--- config.mk ---
export PLATFORM = sky130hd
export DESIGN_NAME = dual_switch_ctrl
export DESIGN_NICKNAME = d
export VERILOG_FILES = /design/src/rtl/dsc_pkg.sv /design/src/rtl/dsc_glitch_filter.sv /design/src/rtl/dsc_channel.sv /design/src/rtl/dual_switch_ctrl.sv
export SDC_FILE = /design/constraint.sdc
export NUM_CORES = 1
export LEC_CHECK = 0
export ABC_AREA = 0
export BUFFER_PORTS_ARGS = -buffer_cell sky130_fd_sc_hd__buf_4
export CORE_MARGIN = 3
export CORE_UTILIZATION = 34
export DETAILED_ROUTE_END_ITERATION = 12
export PLACE_DENSITY_LB_ADDON = 0.2
export SLEW_MARGIN = 20
export SYNTH_ARGS = -nofsm -noshare
export SYNTH_HDL_FRONTEND = slang
export SYNTH_SLANG_ARGS = --single-unit
--- constraint.sdc ---
create_clock -name clk_i -period 3.9 [get_ports clk_i]
set_input_delay 0.975 -clock clk_i [delete_from_list [all_inputs] [get_ports clk_i]]
set_output_delay 0.975 -clock clk_i [all_outputs]
set_load 0.05 [all_outputs]
--- src/rtl/dsc_pkg.sv ---
package dsc_pkg;
  localparam int unsigned NUM_CH = 2;

  typedef enum logic [1:0] {
    MODE_PUSH_PULL = 2'b00,
    MODE_LOW_ONLY  = 2'b01,
    MODE_HIGH_ONLY = 2'b10,
    MODE_PARKED    = 2'b11
  } sw_mode_e;
endpackage

--- src/rtl/dsc_glitch_filter.sv ---
module dsc_glitch_filter #(
  parameter int unsigned QUAL = 8
) (
  input  logic clk_i,
  input  logic rst_ni,
  input  logic raw_i,
  output logic filt_o
);
  localparam int unsigned CW = $clog2(QUAL + 1);

  logic [CW-1:0] cnt_q;

  always_ff @(posedge clk_i or negedge rst_ni) begin
    if (!rst_ni) begin
      cnt_q  <= '0;
      filt_o <= 1'b0;
    end else if (raw_i == filt_o) begin
      cnt_q <= '0;
    end else if (cnt_q == CW'(QUAL - 1)) begin
      filt_o <= raw_i;
      cnt_q  <= '0;
    end else begin
      cnt_q <= cnt_q + 1'b1;
    end
  end
endmodule

--- src/rtl/dsc_channel.sv ---
module dsc_channel
  import dsc_pkg::*;
(
  input  logic       clk_i,
  input  logic       rst_ni,
  input  logic       en_i,
  input  logic       kill_i,
  input  logic       data_i,
  input  logic [1:0] mode_i,
  output logic       hs_o,
  output logic       ls_o
);
  sw_mode_e mode;
  logic want_hs, want_ls;

  always_comb begin
    mode    = sw_mode_e'(mode_i);
    want_hs = 1'b0;
    want_ls = 1'b0;
    unique case (mode)
      MODE_PUSH_PULL: begin
        want_hs = data_i;
        want_ls = ~data_i;
      end
      MODE_HIGH_ONLY: want_hs = data_i;
      MODE_LOW_ONLY:  want_ls = data_i;
      default: ;
    endcase
    if (!en_i || kill_i) begin
      want_hs = 1'b0;
      want_ls = 1'b0;
    end
  end

  // break-before-make: opposite switch must have been off last cycle
  always_ff @(posedge clk_i or negedge rst_ni) begin
    if (!rst_ni) begin
      hs_o <= 1'b0;
      ls_o <= 1'b0;
    end else begin
      hs_o <= want_hs & ~ls_o;
      ls_o <= want_ls & ~hs_o;
    end
  end
endmodule

--- src/rtl/dual_switch_ctrl.sv ---
module dual_switch_ctrl
  import dsc_pkg::*;
#(
  parameter int unsigned DATA_FLT = 16,
  parameter int unsigned CFG_FLT  = 32
) (
  input  logic              clk_i,
  input  logic              rst_ni,
  input  logic              oe_i,
  input  logic              inv1_i,
  input  logic [NUM_CH-1:0] data_i,
  input  logic [2*NUM_CH-1:0] cfg_i,
  input  logic              fault_i,
  input  logic              fb_in_i,
  input  logic              fb_pol_i,
  output logic [NUM_CH-1:0] hs_on_o,
  output logic [NUM_CH-1:0] ls_on_o,
  output logic              fb_pull_o
);
  logic oe_filt, inv_filt, fb_in_filt, fb_pol_filt;

  dsc_glitch_filter #(.QUAL(DATA_FLT)) i_flt_oe (
    .clk_i(clk_i), .rst_ni(rst_ni), .raw_i(oe_i), .filt_o(oe_filt));
  dsc_glitch_filter #(.QUAL(DATA_FLT)) i_flt_inv (
    .clk_i(clk_i), .rst_ni(rst_ni), .raw_i(inv1_i), .filt_o(inv_filt));
  dsc_glitch_filter #(.QUAL(DATA_FLT)) i_flt_fbin (
    .clk_i(clk_i), .rst_ni(rst_ni), .raw_i(fb_in_i), .filt_o(fb_in_filt));
  dsc_glitch_filter #(.QUAL(DATA_FLT)) i_flt_fbpol (
    .clk_i(clk_i), .rst_ni(rst_ni), .raw_i(fb_pol_i), .filt_o(fb_pol_filt));

  assign fb_pull_o = fb_in_filt ^ fb_pol_filt;

  for (genvar ch = 0; ch < NUM_CH; ch++) begin : g_ch
    logic       data_filt, data_eff;
    logic [1:0] cfg_filt;

    dsc_glitch_filter #(.QUAL(DATA_FLT)) i_flt_data (
      .clk_i(clk_i), .rst_ni(rst_ni), .raw_i(data_i[ch]), .filt_o(data_filt));

    for (genvar b = 0; b < 2; b++) begin : g_cfg
      dsc_glitch_filter #(.QUAL(CFG_FLT)) i_flt_cfg (
        .clk_i(clk_i), .rst_ni(rst_ni), .raw_i(cfg_i[2*ch+b]), .filt_o(cfg_filt[b]));
    end

    if (ch == 0) begin : g_inv
      assign data_eff = data_filt ^ inv_filt;
    end else begin : g_plain
      assign data_eff = data_filt;
    end

    dsc_channel i_chan (
      .clk_i (clk_i),
      .rst_ni(rst_ni),
      .en_i  (oe_filt),
      .kill_i(fault_i),
      .data_i(data_eff),
      .mode_i(cfg_filt),
      .hs_o  (hs_on_o[ch]),
      .ls_o  (ls_on_o[ch])
    );
  end
endmodule

==> flow_summary.toml <==
[status]
outcome = "finished clean"

[route]
drc = 0
vias = 1749
dr.pass1.iters = 4
vias_per_cell = 4.51
totalWireLength_mm = 4.36
final_antenna_net_count = 0
drt_first_iter_violations = 45
wl_per_cell_um = 11.2

[critical_path]
rrSetupSlack_ps = 2510
rr_endpoint = "g_ch[0].g_cfg[0].i_flt_cfg.cnt_q[5]"
end_kind = "output port"
path_class = "reg -> out"
rr_worst_depth = 3
crit_arrival_ps = 1100
critPathMaxStageDelay_ps = 410
start_kind = "flip-flop"
crit_path_max_fanout = 3
crit_required_ps = 2920
worstPathCellList = "xor2_1 -> buf_4"
cp_slowest_cell = "dfrtp_1"
timing.rr.start = "g_ch[0].g_cfg[0].i_flt_cfg.cnt_q[0]"

[floorplan]
die_h_um = 98.9
num_rows = 33
dieArea_um2 = 9780
start_util_pct = 35.4
die_x_um = 98.9
io_pins = 18
core-area_um2 = 8300

[sta]
tns_ps = 0
post-route-min-period_ps = 2080
worst_hold_slack_ps = 443
fmax_ghz = 0.481
worst_pin_slew_ps = 843
maxSlewHeadroom_pct = 43.8
fin_crit_sh_pct = 53.3
skew_ps = 11.1
hold_viol = 0
rsz0062_at_grt = "false"
setup_viol = 0
slew_violations = 0

[layout]
nNetsFinal = 302
n_antenna_cell = 0
regArea_um2 = 1700
multiInputGateArea_um2 = 1190
drive_gt1_share_pct = 14.1
fillerInstances = 832
synthToLayoutAreaGrowth_pct = 13.6

[clock_tree]
holdBufCountCts = 0
cts_root_buf = "clkbuf_8"
cts_resized = 0
cts_tree = "built"
clock_latency_ps = 330
htree_levels = 3
cts_buffers = 9
cts_setup_buffers = 0
clkTransAtPathRegs_ps = 70
cts_sinks = 68
clockBufferDepth = 2

[grt]
overflow = 0
grt_pass1_vias = 1760
grt_first_pass_wirelength_mm = 7.80
grt_usage_pct = 9.94
antenna_found_initial = 0
grt_max_degree = 69

[synth]
syn_area_um2 = 2930
syn_avg_cell_area_um2 = 11.5
synth_fp_nets = 278
synth-seq-area-share_pct = 58.0
syn_inst = 255
yosysUniqueCellTypes = 18
yosys_warnings = 0
ys_seq_elements = 68

[power]
finalPower_uw = 1330
vdd_drop_max_uv = 120
power_leakage_uw = 0.00164
power.density_nw_per_um2 = 398

[min_path]
hold_path_class = "reg -> reg"
whs_endpoint = "g_ch[1].i_chan.ls_o"
min_from = "g_ch[1].i_chan.hs_o"
hold_path_depth = 1

[place]
dp_hpwl_mm = 3.03
portBuffers = 17
gp_congestion = 0.745

[run]
drv_cap = 0
==> worst max-delay path, delay by kind of cell, from the launching register on <==
kind	cells	cell delay [ps]
flops	1	410
buf+inv	1	210
xor+xnor	1	160
==> state kept, by name, summed over array words and instances (netlist names), 2 cells and up <==
signal	flops
g_ch.g_cfg.i_flt_cfg.cnt_q	24
g_ch.g_cfg.i_flt_cfg.filt_o	4
g_ch.i_chan.hs_o	2
g_ch.i_chan.ls_o	2
g_ch.i_flt_data.cnt_q	10
g_ch.i_flt_data.filt_o	2
i_flt_fbin.cnt_q	5
i_flt_fbpol.cnt_q	5
i_flt_inv.cnt_q	5
i_flt_oe.cnt_q	5
==> metal layers <==
layer  vias up  GRT usage [%]  routed length [um]
met2        14           14.4                1900
li1        901              -                   -
met3         5           2.97                 107
met5         -              0                   0
met1       829           13.5                2290
met4         0           5.04                  65
==> power by group <==
part | switching [uW] | total, uW | leakage [uW] | internal [uW]
registers | 20.6 | 751 | 0.000925 | 731
logic | 41.9 | 76.2 | 0.000627 | 34.3
clock network | 238 | 499 | 0.0000893 | 261
total | 301 | 1330 | 0.00164 | 1030
==> cell usage in the layout (no fill, tap or decap), drive strengths merged, types with 13 or more instances in the layout <==
| master | count |
|---|---|
| o21ai | 14 |
| nand3 | 24 |
| xor2 | 32 |
| and2 | 14 |
| buf | 17 |
| clkbuf | 13 |
| dfrtp | 68 |
| nor2 | 40 |
==> stage by stage <==
stage / setup WS [ps] / std cells / instance area (um^2) / utilization (%)
2_1_floorplan: 1760 / 255 / 2930 / -
5_1_grt: 1740 / 388 / 3330 / 40.1
4_1_cts: 1780 / 388 / 3330 / 40.1
3_5_place_dp: 2160 / 373 / 3160 / 38.1
6_report: 1820 / 388 / 3330 / 40.1
3_3_place_gp: 2160 / 373 / 3160 / 38.1
==> cells by family (layout without fill, tap and decap cells) <==
logic type,Yosys count,after routing,synth area share [%]
compound gates,18,18,3.07
xor+xnor,42,42,12.5
fa+ha+maj,10,10,4.26
buf+inv,6,34,1.28
flops,68,68,58.0
mux,10,10,3.84
simple gates,101,101,17.0
==> worst max path at each step <==
stage | to | slack (ps) | start
after global routing | fb_pull_o | 1740 | i_flt_fbpol.filt_o
after detailed placement | g_ch[1].i_flt_data.cnt_q[0] | 2160 | rst_ni
after floorplan | fb_pull_o | 1760 | i_flt_fbpol.filt_o
final | fb_pull_o | 1820 | i_flt_fbpol.filt_o
after CTS | fb_pull_o | 1780 | i_flt_fbpol.filt_o
after global placement | g_ch[1].i_flt_data.cnt_q[0] | 2160 | rst_ni
==> final cells by class <==
cell class              count  area share (%)
repair buffers             17            3.83
clock buffers              13            4.77
inverters                   2           0.225
well taps                 105            3.94
multi-input cells         181            35.9
clock inverters             2           0.300
flip-flops and latches     68            51.1
==> synthesized netlist by cell type <==
cell / instances / area [um^2]
nor4_1: 3 / 18.8
a21oi_1: 4 / 20.0
dfrtp_1: 68 / 1700
xnor2_1: 10 / 87.6
nand2b_1: 5 / 31.3
and3_1: 6 / 37.5
mux2_2: 10 / 113
nor2_1: 40 / 150
ha_1: 10 / 125
o21ai_0: 14 / 70.1
and2_1: 14 / 87.6
nand2_1: 4 / 15.0
nand3_1: 24 / 120
inv_1: 2 / 7.51
nor4b_1: 1 / 8.76
xor2_1: 32 / 280
buf_4: 4 / 30.0
or4_1: 4 / 30.0
(Power assumes the default switching activity.)
